File: src/rtl/psu_pkg.sv
package psu_pkg;
  typedef enum logic [1:0] {
    ST_IDLE = 2'd0,
    ST_WAIT = 2'd1,
    ST_RES  = 2'd2
  } psu_state_e;
endpackage

File: src/rtl/psu_ctrl.sv
module psu_ctrl
  import psu_pkg::*;
#(
  parameter int NELEM = 8,
  parameter int TAG_W = 5,
  localparam int IDX_W = (NELEM > 1) ? $clog2(NELEM) : 1
) (
  input  logic             clk_i,
  input  logic             rst_ni,
  input  logic             flush_i,
  input  logic             alloc_valid_i,
  input  logic [TAG_W-1:0] alloc_tag_i,
  input  logic [NELEM-1:0] alloc_mask_i,
  input  logic             alloc_ready_i,
  input  logic [NELEM-1:0] alloc_pred_i,
  input  logic             wb_valid_i,
  input  logic [TAG_W-1:0] wb_tag_i,
  input  logic [NELEM-1:0] wb_pred_i,
  output logic             accept_o,
  output logic             step_valid_o,
  output logic [IDX_W-1:0] step_idx_o,
  output logic             step_bit_o,
  output logic             done_o,
  output logic             busy_o
);
  psu_state_e       state_q;
  logic [TAG_W-1:0] tag_q;
  logic [NELEM-1:0] pred_q;
  logic [IDX_W-1:0] idx_q, last_q;
  logic             done_q;
  logic             wb_hit;

  function automatic logic [IDX_W-1:0] top_set(input logic [NELEM-1:0] m);
    logic [IDX_W-1:0] r;
    r = '0;
    for (int i = 0; i < NELEM; i++) if (m[i]) r = IDX_W'(i);
    return r;
  endfunction

  assign accept_o     = alloc_valid_i && (state_q == ST_IDLE) && !flush_i;
  assign wb_hit       = wb_valid_i && (wb_tag_i == tag_q);
  assign step_valid_o = (state_q == ST_RES) && !flush_i;
  assign step_idx_o   = idx_q;
  assign step_bit_o   = pred_q[idx_q];
  assign done_o       = done_q;
  assign busy_o       = (state_q != ST_IDLE);

  always_ff @(posedge clk_i or negedge rst_ni) begin
    if (!rst_ni) begin
      state_q <= ST_IDLE;
      tag_q   <= '0;
      pred_q  <= '0;
      idx_q   <= '0;
      last_q  <= '0;
      done_q  <= 1'b0;
    end else begin
      done_q <= 1'b0;
      if (flush_i) begin
        state_q <= ST_IDLE;
      end else begin
        unique case (state_q)
          ST_IDLE: if (accept_o) begin
            tag_q  <= alloc_tag_i;
            idx_q  <= '0;
            last_q <= top_set(alloc_mask_i);
            if (alloc_ready_i) begin
              pred_q  <= alloc_pred_i;
              state_q <= ST_RES;
            end else begin
              state_q <= ST_WAIT;
            end
          end
          ST_WAIT: if (wb_hit) begin
            pred_q  <= wb_pred_i;
            state_q <= ST_RES;
          end
          ST_RES: begin
            if (idx_q == last_q) begin
              done_q  <= 1'b1;
              state_q <= ST_IDLE;
            end else begin
              idx_q <= idx_q + 1'b1;
            end
          end
          default: state_q <= ST_IDLE;
        endcase
      end
    end
  end

  // foreign tags do not end the wait
  assert_foreign_tag_held_R3: assert property (@(posedge clk_i) disable iff (!rst_ni)
    (state_q == ST_WAIT && !flush_i && !(wb_valid_i && wb_tag_i == tag_q)) |=> (state_q == ST_WAIT));

  // done is a single-cycle pulse
  assert_done_pulse_R8: assert property (@(posedge clk_i) disable iff (!rst_ni)
    done_q |=> !done_q);

  // no allocation taken while busy
  assert_busy_ignores_alloc_R11: assert property (@(posedge clk_i) disable iff (!rst_ni)
    (state_q == ST_WAIT && alloc_valid_i && !wb_hit) |=> $stable(tag_q));

  // walk index moves up by one per cycle
  assert_walk_ascends_R4: assert property (@(posedge clk_i) disable iff (!rst_ni)
    (state_q == ST_RES && !flush_i && idx_q != last_q) |=> (idx_q == $past(idx_q) + 1'b1));
endmodule

File: src/rtl/psu_lanes.sv
module psu_lanes #(
  parameter int NELEM = 8,
  localparam int IDX_W = (NELEM > 1) ? $clog2(NELEM) : 1
) (
  input  logic             clk_i,
  input  logic             rst_ni,
  input  logic             flush_i,
  input  logic             load_i,
  input  logic [NELEM-1:0] load_mask_i,
  input  logic             step_valid_i,
  input  logic [IDX_W-1:0] step_idx_i,
  input  logic             step_bit_i,
  output logic [NELEM-1:0] shadow_o,
  output logic [NELEM-1:0] kill_o
);
  logic [NELEM-1:0] mask_o_q;

  for (genvar i = 0; i < NELEM; i++) begin : g_lane
    localparam logic [IDX_W-1:0] LANE = IDX_W'(i);
    logic m_q, sh_q, kl_q, hit;

    assign hit = step_valid_i && (step_idx_i == LANE) && m_q;

    always_ff @(posedge clk_i or negedge rst_ni) begin
      if (!rst_ni) begin
        m_q  <= 1'b0;
        sh_q <= 1'b0;
        kl_q <= 1'b0;
      end else begin
        kl_q <= 1'b0;
        if (flush_i) begin
          m_q  <= 1'b0;
          sh_q <= 1'b0;
        end else if (load_i) begin
          m_q  <= load_mask_i[i];
          sh_q <= load_mask_i[i];
        end else if (hit) begin
          sh_q <= 1'b0;
          kl_q <= !step_bit_i;
        end
      end
    end

    assign shadow_o[i] = sh_q;
    assign kill_o[i]   = kl_q;
    assign mask_o_q[i] = m_q;
  end

  // shadow and kill exclusive per element
  assert_shadow_kill_excl_R6: assert property (@(posedge clk_i) disable iff (!rst_ni)
    (shadow_o & kill_o) == '0);

  // unallocated lanes stay silent
  assert_unalloc_silent_R7: assert property (@(posedge clk_i) disable iff (!rst_ni)
    ((shadow_o | kill_o) & ~mask_o_q) == '0);

  // flush leaves nothing behind
  assert_flush_clears_R10: assert property (@(posedge clk_i) disable iff (!rst_ni)
    flush_i |=> (shadow_o == '0 && kill_o == '0));

  // a shadow only rises on an accepted allocation
  assert_shadow_rise_on_load_R2: assert property (@(posedge clk_i) disable iff (!rst_ni)
    ((shadow_o & ~$past(shadow_o)) != '0) |-> $past(load_i));
endmodule

File: src/rtl/pred_shadow_unit.sv
module pred_shadow_unit #(
  parameter int NELEM = 8,
  parameter int TAG_W = 5,
  localparam int IDX_W = (NELEM > 1) ? $clog2(NELEM) : 1
) (
  input  logic             clk_i,
  input  logic             rst_ni,
  input  logic             flush_i,
  input  logic             alloc_valid_i,
  input  logic [TAG_W-1:0] alloc_tag_i,
  input  logic [NELEM-1:0] alloc_mask_i,
  input  logic             alloc_ready_i,
  input  logic [NELEM-1:0] alloc_pred_i,
  input  logic             wb_valid_i,
  input  logic [TAG_W-1:0] wb_tag_i,
  input  logic [NELEM-1:0] wb_pred_i,
  output logic [NELEM-1:0] shadow_o,
  output logic [NELEM-1:0] kill_o,
  output logic             done_o,
  output logic             busy_o
);
  logic             accept;
  logic             step_valid;
  logic [IDX_W-1:0] step_idx;
  logic             step_bit;

  psu_ctrl #(.NELEM(NELEM), .TAG_W(TAG_W)) i_ctrl (
    .clk_i         (clk_i),
    .rst_ni        (rst_ni),
    .flush_i       (flush_i),
    .alloc_valid_i (alloc_valid_i),
    .alloc_tag_i   (alloc_tag_i),
    .alloc_mask_i  (alloc_mask_i),
    .alloc_ready_i (alloc_ready_i),
    .alloc_pred_i  (alloc_pred_i),
    .wb_valid_i    (wb_valid_i),
    .wb_tag_i      (wb_tag_i),
    .wb_pred_i     (wb_pred_i),
    .accept_o      (accept),
    .step_valid_o  (step_valid),
    .step_idx_o    (step_idx),
    .step_bit_o    (step_bit),
    .done_o        (done_o),
    .busy_o        (busy_o)
  );

  psu_lanes #(.NELEM(NELEM)) i_lanes (
    .clk_i        (clk_i),
    .rst_ni       (rst_ni),
    .flush_i      (flush_i),
    .load_i       (accept),
    .load_mask_i  (alloc_mask_i),
    .step_valid_i (step_valid),
    .step_idx_i   (step_idx),
    .step_bit_i   (step_bit),
    .shadow_o     (shadow_o),
    .kill_o       (kill_o)
  );

  // completion implies every shadow resolved
  assert_done_all_clear_R8: assert property (@(posedge clk_i) disable iff (!rst_ni)
    done_o |-> (shadow_o == '0 && !busy_o));

  // a shadow drop comes from a walk step, never spontaneously
  assert_drop_needs_step_R5: assert property (@(posedge clk_i) disable iff (!rst_ni)
    (($past(shadow_o) & ~shadow_o) != '0) |-> ($past(step_valid) || $past(flush_i)));
endmodule

File: config.mk
export PLATFORM = sky130hd
export DESIGN_NAME = pred_shadow_unit
export DESIGN_NICKNAME = d
export VERILOG_FILES = /design/src/rtl/psu_pkg.sv /design/src/rtl/psu_ctrl.sv /design/src/rtl/psu_lanes.sv /design/src/rtl/pred_shadow_unit.sv
export SDC_FILE = /design/constraint.sdc
export NUM_CORES = 1
export LEC_CHECK = 0
export BUFFER_PORTS_ARGS = -buffer_cell sky130_fd_sc_hd__buf_2
export CAP_MARGIN = 20
export CORE_ASPECT_RATIO = 0.9
export CORE_MARGIN = 2
export CORE_UTILIZATION = 28
export CTS_BUF_LIST = sky130_fd_sc_hd__clkbuf_8 sky130_fd_sc_hd__clkbuf_16
export CTS_CLUSTER_SIZE = 28
export DETAILED_ROUTE_END_ITERATION = 16
export PLACE_DENSITY_LB_ADDON = 0.15
export REMOVE_ABC_BUFFERS = 1
export SLEW_MARGIN = 25
export SYNTH_ARGS = -nofsm -noshare
export SYNTH_HDL_FRONTEND = slang
export SYNTH_SLANG_ARGS = --single-unit
File: constraint.sdc
create_clock -name clk_i -period 1.9 [get_ports clk_i]
set_clock_uncertainty 0.15 [all_clocks]
set_input_delay 0 -clock clk_i [delete_from_list [all_inputs] [get_ports clk_i]]
set_output_delay 0 -clock clk_i [all_outputs]
set_load 0.01 [all_outputs]
== Yosys cells after proc, flatten, opt, wreduce, memory -nomap -nowiden ==
Cells that the tools add are included.

* Register bits: 46

* Equality and inequality tests: 18
* Bitwise logic cells: 1
* Multiplexer cells: 89
* Add/sub/neg operators: 1
* $lt $le $gt $ge: 1
* Reductions and logical operators: 40

{| class="wikitable"
|+ Operators with widths
! operator !! count
|-
| 1-bit 2-to-1 mux || 69
|-
| 8-bit 2-to-1 mux || 3
|-
| 3-bit nonzero test || 8
|-
| 1-bit logical AND || 20
|-
| 3-bit 2-to-1 mux || 6
|-
| 8-bit one-hot mux with 2 select lines || 1
|-
| 2-bit 2-to-1 mux || 7
|-
| 3-bit equality test (second input constant) || 4
|-
| 2-bit nonzero test || 4
|-
| 3-bit by 2-bit equality test with 1-bit output (second input constant) || 2
|-
| 2-bit != test (second input constant) || 3
|-
| 3-bit != test (second input constant) || 2
|-
| 2-bit one-hot mux with 3 select lines || 1
|-
| 3-bit one-hot mux with 2 select lines || 1
|-
| 3-bit AND reduction || 2
|-
| 5-bit equality test || 1
|-
| 5-bit AND reduction || 1
|-
| 3-bit by 4-bit < comparator with 1-bit output (second input constant) || 1
|-
| 4-bit AND reduction || 1
|-
| 3-bit by 1-bit adder with 3-bit output (second input constant) || 1
|-
| 1-bit binary-select mux with 3-bit select || 1
|-
| 3-bit by 1-bit equality test with 1-bit output (second input constant) || 1
|-
| 3-bit equality test || 1
|-
| 3-bit zero test || 1
|-
| 7 further kinds || 8
|}

== Longest topological paths before layout ==
Gate-level depths: netlist of run 1.

* Depth after elaboration: 7
* Gate-level depth with buffers: 6

== Cells and area by module ==
Synthesis of run 1 repeated with hierarchy kept, for this count alone.

* Cells, all modules: 210
* Area, all modules: 2491.1 um^2

{| class="wikitable"
|+ Modules (own cells, without submodules)
! module !! area each (um^2) !! cells an instance !! instances !! sequential area each (um^2)
|-
| psu_ctrl || 1257.5 || 104 || 1 || 550.5
|-
| psu_lanes || 1233.7 || 106 || 1 || 600.6
|}

== Worst setup path before layout of run 1 ==
Ideal clock, no wire load.

* Path type: reg-to-reg
* Start: reg i_ctrl.state_q[0]
* End: reg i_ctrl.tag_q[0]
* Clock period less this slack: 1.641 ns
* Required time: 1.625 ns
* Slack: 0.259 ns
* Arrival: 1.366 ns
* Cell stages (with the launch flop): 4
* Cell sequence: dfrtp_1 -> buf_6 -> nor4b_4 -> mux2_2

* Longest elaborated chain between the ends: 4

{| class="wikitable"
|+ RTL lines
! what !! RTL line !! text
|-
| from (decl) || psu_ctrl.sv:26 || <nowiki>psu_state_e state_q;</nowiki>
|-
| from (signal assigned) || psu_ctrl.sv:50 || <nowiki>state_q <= ST_IDLE;</nowiki>
|-
| from (signal assigned) || psu_ctrl.sv:59 || <nowiki>state_q <= ST_IDLE;</nowiki>
|-
| from (signal assigned) || psu_ctrl.sv:68 || <nowiki>state_q <= ST_RES;</nowiki>
|-
| 2-bit zero test * || psu_ctrl.sv:40, psu_ctrl.sv:61 ||
|-
| 1-bit logical AND (2 in series) || psu_ctrl.sv:40 || <nowiki>assign accept_o = alloc_valid_i && (state_q == ST_IDLE) && !flush_i;</nowiki>
|-
| 3-bit AND reduction (no source line) * || n/a ||
|-
| to (signal assigned) || psu_ctrl.sv:63 || <nowiki>tag_q <= alloc_tag_i;</nowiki>
|-
| to (decl) || psu_ctrl.sv:27 || <nowiki>logic [TAG_W-1:0] tag_q;</nowiki>
|}

Every way passes the cells marked *; elsewhere a longest branch is shown, timed or not.
A chain may end at the register's enable or synchronous reset.

== Worst setup path after layout of run 1 ==
* Start: reg i_ctrl.state_q[0]
* End: reg i_ctrl.pred_q[1]

* Longest elaborated chain between the ends: 5
* Elaborated cells on any way between the ends: 10
* Those cells by class: eq/ne: 4; mux: 1; reduce/logical: 5

{| class="wikitable"
|+ RTL lines
! what !! RTL line !! text
|-
| 2-bit zero test || psu_ctrl.sv:40, psu_ctrl.sv:61 ||
|-
| 1-bit logical AND (2 in series) || psu_ctrl.sv:40 ||
|-
| 2-bit != test (no source line) || n/a ||
|-
| 5-bit AND reduction (no source line) || n/a ||
|-
| to (signal assigned) || psu_ctrl.sv:67 || <nowiki>pred_q <= alloc_pred_i;</nowiki>
|-
| to (signal assigned) || psu_ctrl.sv:74 || <nowiki>pred_q <= wb_pred_i;</nowiki>
|-
| to (decl) || psu_ctrl.sv:28 || <nowiki>logic [NELEM-1:0] pred_q;</nowiki>
|}

Parallel ways exist; a longest one is shown, timed or not.

==> results_dict.tcl, run 1 <==
set metrics [dict create \
    status "finished, final reports clean" \
    fin_ws_ps 96.54 \
    final_common_cell "buf_2" \
    die_area_um2 9002 \
    ys.flop_type "dfrtp_1" \
    r2r_cells 4 \
    final_cell_mix "buf_2, dfrtp_1, dlygate4sd3_1" \
    ys.warnings.count 0 \
    core-area_um2 8029 \
    dp.cells 339 \
    syn-instance-count 195 \
    fillCellCount 774 \
    track_usage_pct 12.81 \
    routed_wl_mm 5.450 \
    drive_gt1_share_pct 36.65 \
    rows 31 \
    fin_crit_sh_pct 94.92 \
    synth-edff-count 0 \
    cts_num_sinks 46 \
    hold_class "input port to asynchronous set/reset pin" \
    via_per_inst 4.637 \
    synth_area_leaders "dfrtp_1, mux2_2, buf_4" \
    netlist.area_leader.share_pct 49.78 \
    timing.hold.ws_ps 45.66 \
    cts_inserted_buffers 5 \
    fin_cells 380 \
    antenna_found_initial 0 \
    synth_top_area_cell "dfrtp_1" \
    critPathCaptureType "register" \
    dpl_cell_area_um2 2626 \
    drtPass1Iterations 4 \
    io_pins 58 \
    syn_area_um2 2312 \
    diodes 0 \
    start_util_pct 28.80 \
    grt_max_degree 22 \
    final_area_um2 3057 \
    fin_crit_ps 1803 \
    max_freq_ghz 0.5545 \
    ir_worst_vdd_uv 346.5 \
    area_delta_synth_final_pct 32.20 \
    hold_violations 0 \
    h-tree-depth 2 \
    ant_nets 0 \
    grt_pass1_vias 1843 \
    drv_cap 0 \
    die_w_um 99.79 \
    post_synth_num_cell_types 34 \
    rsz0062_at_grt "no" \
    post-dp-hpwl_mm 3.780 \
    wl_per_cell_um 14.34 \
    start_kind "register" \
    drcViolationCount 0 \
    relSlewSlack_pct 68.28 \
    drt_iter0_drc 47 \
    synthArstFlopShare_pct 100.0 \
    nets 328 \
    p_leak_nw 1.443 \
    cts_tree "yes" \
    pre_cts_ws_ps 102.1 \
    power.density_nw_per_um2 914.1 \
    worst_pin_slew_ps 475.8 \
    cts-resized-gates 0 \
    ys_seq_area_share_pct 49.78 \
    cp_data_required_time_ps 1930 \
    portBuffers 57 \
    final-max-slew-violation-count 0 \
    routabilityCongestion 0.7148 \
    ctsRootBufferMaster "clkbuf_8" \
    num_vias 1762 \
    synth_area_per_cell_um2 11.86 \
    crit_arrival_ps 1840 \
    fin_util_pct 38.07 \
    worstSkewPairLatency_ps 290 \
    synth_seq_cells 46 \
    clock_path_buffers 2 \
    die_h_um 90.21 \
    setup_viol 0 \
    grt_pass1_wl_mm 9.211 \
    path_class "register to register" \
    gr-total-overflow 0 \
    worstPathMaxFanout 9 \
    path_clk_slew_ps 80 \
]
## what timing repair did
item / 4_1_cts / 5_1_grt
endpoints found under the setup margin: 0 / 1
hold buffers: 34 / 0
setup buffers: 0 / 1
endpoints found under the hold margin: 81 / 0
## synth_stat cells (2+ instances only)
master,n
nor4_1,2
xor2_1,3
buf_4,17
a32o_1,8
o21ai_0,4
nand4_1,5
ha_1,6
mux4_2,2
mux2_2,21
inv_1,6
nor3_1,3
buf_2,4
nand3_1,5
mux2i_1,2
buf_6,4
a22o_1,8
dfrtp_1,46
xnor2_1,5
nand2b_1,2
a21oi_1,4
nor2_1,17
nand2_1,8
nor2b_1,2
## layout make-up
type,count,area [um^2],area share (%)
clock buffer,6,82.58,2.702
multi-input combinational,118,945.9,30.95
inverter,6,22.52,0.7368
tap,99,123.9,4.052
timing repair buffer,105,730.7,23.91
sequential,46,1151,37.66
## layer usage
| metal | track usage (%) | vias to the layer above | part of all wire, % |
|---|---|---|---|
| li1 | - | 851 | - |
| met1 | 17.67 | 847 | 49 |
| met2 | 19.99 | 55 | 45 |
| met3 | 2.955 | 9 | 4.4 |
| met4 | 3.881 | 0 | 1.5 |
| met5 | 0 | - | 0 |
## flip-flops by register name, summed over array words and instances (netlist names)
signal / cells
i_ctrl.done_o: 1
i_ctrl.last_q: 3
i_ctrl.pred_q: 8
i_ctrl.state_q: 2
i_ctrl.step_idx_o: 3
i_ctrl.tag_q: 5
i_lanes.g_lane.kl_q: 8
i_lanes.g_lane.m_q: 8
i_lanes.g_lane.sh_q: 8
## metrics by stage
step,power [mW],TNS (ps)
6_report,2.794,0
5_1_grt,3.017,0
3_5_place_dp,2.169,0
3_3_place_gp,2.171,0
2_1_floorplan,1.843,-1421
4_1_cts,2.831,0
## path summary, 6_finish.rpt
check / startpoint / end / slack, ps
worst max register to register: i_ctrl.state_q[0] / i_ctrl.pred_q[1] / 100
worst min register to register: i_lanes.g_lane[4].m_q / i_lanes.g_lane[4].m_q / 350
worst min-delay path: rst_ni / i_lanes.g_lane[1].sh_q / 50
min in group clk_i: alloc_tag_i[0] / i_ctrl.tag_q[0] / 310
max in group asynchronous: rst_ni / i_lanes.g_lane[7].m_q / 980
worst max-delay path: i_ctrl.state_q[0] / i_ctrl.pred_q[1] / 100
## power by group
group	leakage [nW]	internal [mW]	total [mW]	switching [mW]
clock	0.0431	0.281	0.590	0.309
combinational	0.809	0.469	0.873	0.404
sequential	0.591	1.17	1.33	0.162
total	1.44	1.92	2.79	0.875
## cells by family (layout without fill, tap and decap cells)
logic type / after synthesis / count (layout) / share of synthesized area (%)
XOR/XNOR: 8 / 8 / 3.030
buffers and inverters: 31 / 117 / 9.307
flip-flops: 46 / 46 / 49.78
AND/OR/NAND/NOR: 48 / 48 / 11.04
adder cells (fa/ha/maj): 6 / 6 / 3.247
AO/OA/AOI/OAI: 31 / 31 / 10.55
multiplexers: 25 / 25 / 13.04
## critical path, cell delays in order, from the launching register on
cell     delay (ps)
dfrtp_1         480
a21o_1          200
nand4_1          80
o22a_1          390
mux2_2          380
(Power assumes the default switching activity.)
==> inputs of run 2 (changes only) <==
--- a/config.mk
+++ b/config.mk
@@ -9,7 +9,7 @@
 export CAP_MARGIN = 20
 export CORE_ASPECT_RATIO = 0.9
 export CORE_MARGIN = 2
-export CORE_UTILIZATION = 28
+export CORE_UTILIZATION = 50
 export CTS_BUF_LIST = sky130_fd_sc_hd__clkbuf_8 sky130_fd_sc_hd__clkbuf_16
 export CTS_CLUSTER_SIZE = 28
 export DETAILED_ROUTE_END_ITERATION = 16
==> run 2 against run 1 <==
Net effect: total power fell by 0.61%; first-iteration DRC count is 110% higher; combinational power decreased by 4.4%; sequential power hardly changed; wire length decreased by 14%; critical path type unchanged; largest power group unchanged; highest routed layer unchanged.
==> results_dict.tcl, run 2 (synthesis results as in run 1) <==
set metrics [dict create \
    status "finished, final reports clean" \
    grt_pass1_vias 1617 \
    final_common_cell "buf_2" \
    core-area_um2 4461 \
    worstPathMaxFanout 8 \
    fin_cells 341 \
    cts_num_sinks 46 \
    post-dp-hpwl_mm 3.103 \
    die_h_um 68.52 \
    wl_per_cell_um 13.80 \
    cts_inserted_buffers 5 \
    max_freq_ghz 0.5615 \
    rows 23 \
    clock_path_buffers 2 \
    dp.cells 298 \
    ctsRootBufferMaster "clkbuf_8" \
    via_per_inst 5.029 \
    grt_max_degree 29 \
    wl_met2_mm 2.299 \
    path_clk_slew_ps 80 \
    gr-total-overflow 0 \
    path_class "register to register" \
    io_pins 58 \
    setup_viol 0 \
    diodes 0 \
    total_power_mw 2.777 \
    start_util_pct 51.84 \
    start_kind "register" \
    num_vias 1715 \
    power.density_nw_per_um2 920.5 \
    portBuffers 57 \
    timing.hold.ws_ps 63.37 \
    drv_cap 0 \
    grt_pass1_wl_mm 7.700 \
    die_area_um2 5185 \
    cp_data_required_time_ps 1930 \
    worst_pin_slew_ps 528.8 \
    drtPass1Iterations 4 \
    antenna_found_initial 0 \
    hold_violations 0 \
    fin_crit_ps 1781 \
    dr_wl_met3_um 189 \
    area_delta_synth_final_pct 30.47 \
    fin_crit_sh_pct 93.73 \
    drcViolationCount 0 \
    worstSkewPairLatency_ps 290 \
    hold_class "input port to asynchronous set/reset pin" \
    wl_met1_mm 2.170 \
    final_area_um2 3017 \
    top_signal_layer_used "met4" \
    fin_ws_ps 119.2 \
    final-max-slew-violation-count 0 \
    r2r_slack_ps 120 \
    dpl_cell_area_um2 2575 \
    relSlewSlack_pct 64.74 \
    pre_cts_ws_ps 55.43 \
    cts_tree "yes" \
    critPathCaptureType "register" \
    finalSetupTns_ps 0 \
    die_w_um 75.68 \
    p_leak_nw 1.439 \
    h-tree-depth 2 \
    ir_worst_vdd_uv 567.9 \
    routed_wl_mm 4.705 \
    track_usage_pct 19.97 \
    routabilityCongestion 0.7553 \
    fin_util_pct 67.63 \
    ant_nets 0 \
    final_cell_mix "buf_2, dfrtp_1, dlygate4sd3_1" \
    drive_gt1_share_pct 36.56 \
    nets 324 \
    crit_arrival_ps 1810 \
    drt_iter0_drc 99 \
]
## run 2: worst max-delay path: stages (launching register included)
cell	delay [ps]
dfrtp_1	510
nor2b_1	210
buf_4	190
mux2_2	340
mux2_2	260
## run 2: what timing repair did
item	4_1_cts	5_1_grt
setup endpoints to repair	0	17
resized for setup	0	3
hold endpoints to repair	81	0
buffers inserted	0	1
hold buffers	34	0
## run 2: where the power goes
| group | leakage, nW | switching, mW | internal, mW | total (mW) |
|---|---|---|---|---|
| logic | 0.797 | 0.379 | 0.456 | 0.835 |
| clock network | 0.0524 | 0.318 | 0.288 | 0.606 |
| registers | 0.589 | 0.165 | 1.17 | 1.34 |
## run 2: final timing paths
path                                       start                     end  depth (start not counted)
max                            i_ctrl.state_q[0]        i_ctrl.pred_q[1]                          4
min                                       rst_ni  i_lanes.g_lane[2].kl_q                          2
max reg2reg                    i_ctrl.state_q[0]        i_ctrl.pred_q[1]                          4
min in group clk_i                    wb_valid_i        i_ctrl.pred_q[4]                          4
max in group asynchronous                 rst_ni    i_ctrl.step_idx_o[0]                          3
min reg2reg                i_lanes.g_lane[0].m_q   i_lanes.g_lane[0].m_q                          1
## run 2: area by class of cell
cell class / instances / area (um^2)
multi-input cells: 118 / 947.2
inverters: 6 / 22.52
repair buffers: 101 / 725.7
clock inverters: 2 / 8.758
clock buffers: 6 / 82.58
well taps: 62 / 77.57
flip-flops and latches: 46 / 1152
fillers: 346 / 1444
## run 2: layer usage
metal | vias up | track usage (%)
li1 | 847 | -
met1 | 823 | 28.05
met2 | 40 | 30.87
met3 | 5 | 4.360
met4 | 0 | 6.579
met5 | - | 0
==> inputs of run 3 (changes only) <==
--- a/config.mk
+++ b/config.mk
@@ -13,7 +13,7 @@
 export CTS_BUF_LIST = sky130_fd_sc_hd__clkbuf_8 sky130_fd_sc_hd__clkbuf_16
 export CTS_CLUSTER_SIZE = 28
 export DETAILED_ROUTE_END_ITERATION = 16
-export PLACE_DENSITY_LB_ADDON = 0.15
+export PLACE_DENSITY = 0.77
 export REMOVE_ABC_BUFFERS = 1
 export SLEW_MARGIN = 25
 export SYNTH_ARGS = -nofsm -noshare
==> run 3 against run 2 <==
Net effect: clock-buffer cell count is 1 lower; wire length is 9.0% higher; via count is 5.0% higher; register-to-register slack worse by 50 ps; non-clock buffer count is 2 higher; setup slack worse by 53 ps; fmax is 2.9% lower; utilization is 0.056 points higher; first-iteration DRC count is 13% higher; clock power is 3.3% higher; largest cell class unchanged; largest power group unchanged.
==> results_dict.tcl, run 3 (synthesis results as in run 1) <==
set metrics [dict create \
    routabilityCongestion 0.8676 \
    clockPowerShare_pct 22.1 \
    nets 326 \
    dp.cells 300 \
    p_int_mw 1.905 \
    sw_frac_of_total_pct 32.83 \
    final_common_cell "buf_2" \
    drtPass1Iterations 4 \
    antenna_found_initial 0 \
    pwr-share-seq_pct 46.9 \
    h-tree-depth 2 \
    worstPathMaxFanout 8 \
    crit_arrival_ps 1890 \
    via_per_inst 5.248 \
    track_usage_pct 21.72 \
    hold_class "input port to asynchronous set/reset pin" \
    slowest_stage "dfrtp_1" \
    die_area_um2 5185 \
    cts_tree "yes" \
    p_leak_nw 1.439 \
    rows 23 \
    max_freq_ghz 0.5453 \
    total_power_mw 2.836 \
    final-max-slew-violation-count 0 \
    final_area_um2 3019 \
    path_cells "buf_4 -> nor4b_4 -> buf_4 -> mux2_2" \
    ant_nets 0 \
    path_clk_slew_ps 90 \
    drt_iter0_drc 112 \
    clock_path_buffers 2 \
    drive_gt1_share_pct 37.72 \
    reg2reg_from "i_ctrl.state_q[0]" \
    fin_ws_ps 66.21 \
    final_cell_mix "buf_2, dfrtp_1, dlygate4sd3_1" \
    fin_util_pct 67.69 \
    dpl_cell_area_um2 2569 \
    core-area_um2 4461 \
    start_util_pct 51.84 \
    r2r_slack_ps 70 \
    drv_cap 0 \
    ctsRootBufferMaster "clkbuf_8" \
    status "finished, final reports clean" \
    cts_num_sinks 46 \
    finalSetupTns_ps 0 \
    area_delta_synth_final_pct 30.57 \
    fillCellCount 320 \
    num_vias 1800 \
    comb_power_share_pct 31.0 \
    gr-total-overflow 0 \
    portBuffers 57 \
    cts_inserted_buffers 5 \
    cp_data_required_time_ps 1960 \
    path_class "register to register" \
    routed_wl_mm 5.129 \
    setup_viol 0 \
    crit_top_cell "buf_4" \
    r2r_cells 4 \
    timing.rr.end "i_ctrl.tag_q[4]" \
    p_switching_mw 0.9311 \
    relSlewSlack_pct 52.97 \
    wl_per_cell_um 14.95 \
    ir_worst_vdd_uv 615.6 \
    drcViolationCount 0 \
    fin_cells 343 \
    fin_crit_sh_pct 96.52 \
    hold_violations 0 \
    power.density_nw_per_um2 939.5 \
    die_w_um 75.68 \
    io_pins 58 \
    rsz0062_at_grt "no" \
    start_kind "register" \
    slowest_delay_ps 470 \
    critPathCaptureType "register" \
    diodes 0 \
    worst_pin_slew_ps 705.5 \
    grt_pass1_wl_mm 8.155 \
    worstSkewPairLatency_ps 320 \
    fin_crit_ps 1834 \
    post-dp-hpwl_mm 3.402 \
    die_h_um 68.52 \
    pre_cts_ws_ps 61.45 \
    timing.hold.ws_ps 20.69 \
    grt_pass1_vias 1755 \
    grt_max_degree 23 \
]
## run 3: worst max path at each step
stage	from	end	depth (start not counted)	slack [ps]
after floorplan	i_ctrl.state_q[0]	i_ctrl.step_idx_o[2]	4	-140
after global placement	i_ctrl.state_q[0]	i_lanes.g_lane[7].sh_q	3	-6
after detailed placement	i_ctrl.step_idx_o[0]	i_lanes.g_lane[4].kl_q	4	60
after CTS	i_ctrl.tag_q[3]	i_ctrl.state_q[0]	5	20
after global routing	i_ctrl.tag_q[3]	i_ctrl.pred_q[3]	5	20
final	i_ctrl.state_q[0]	i_ctrl.tag_q[4]	4	70
## run 3: cell type report
cell class,instances,area [um^2],area share [%]
clock buffers,5,68.82,2.279
clock inverters,3,25.02,0.8288
multi-input cells,118,957.2,31.70
inverters,6,22.52,0.7460
repair buffers,103,715.7,23.70
flip-flops and latches,46,1152,38.17
well taps,62,77.57,2.569
## run 3: power groups by stage
stage                     Sequential, mW  Combinational [mW]  Clock, mW
final                               1.33               0.879      0.626
after global routing                1.36               0.972      0.672
after global placement              1.34               0.778          0
after detailed placement            1.35               0.807          0
after CTS                           1.33               0.866      0.636
after floorplan                     1.32               0.524          0
## run 3: layer usage
metal  global-route usage (%)  vias up  wire, um
met5                        0        -         0
met4                    11.18        0       105
met3                    4.070       12       202
met2                    34.57       44      2562
met1                    28.44      893      2259
li1                         -      851         -
## run 3: worst max-delay path: cells and delay by family (launching register included)
family                 cells  cell delay, ps
multiplexers               1             330
flip-flops                 1             470
buffers and inverters      2             400
AND/OR/NAND/NOR            1             380
## run 3: repair_timing
action,4_1_cts,5_1_grt
resized for setup,0,3
hold endpoints to repair,81,0
buffers inserted,0,1
hold buffers,34,0
setup endpoints to repair,0,9
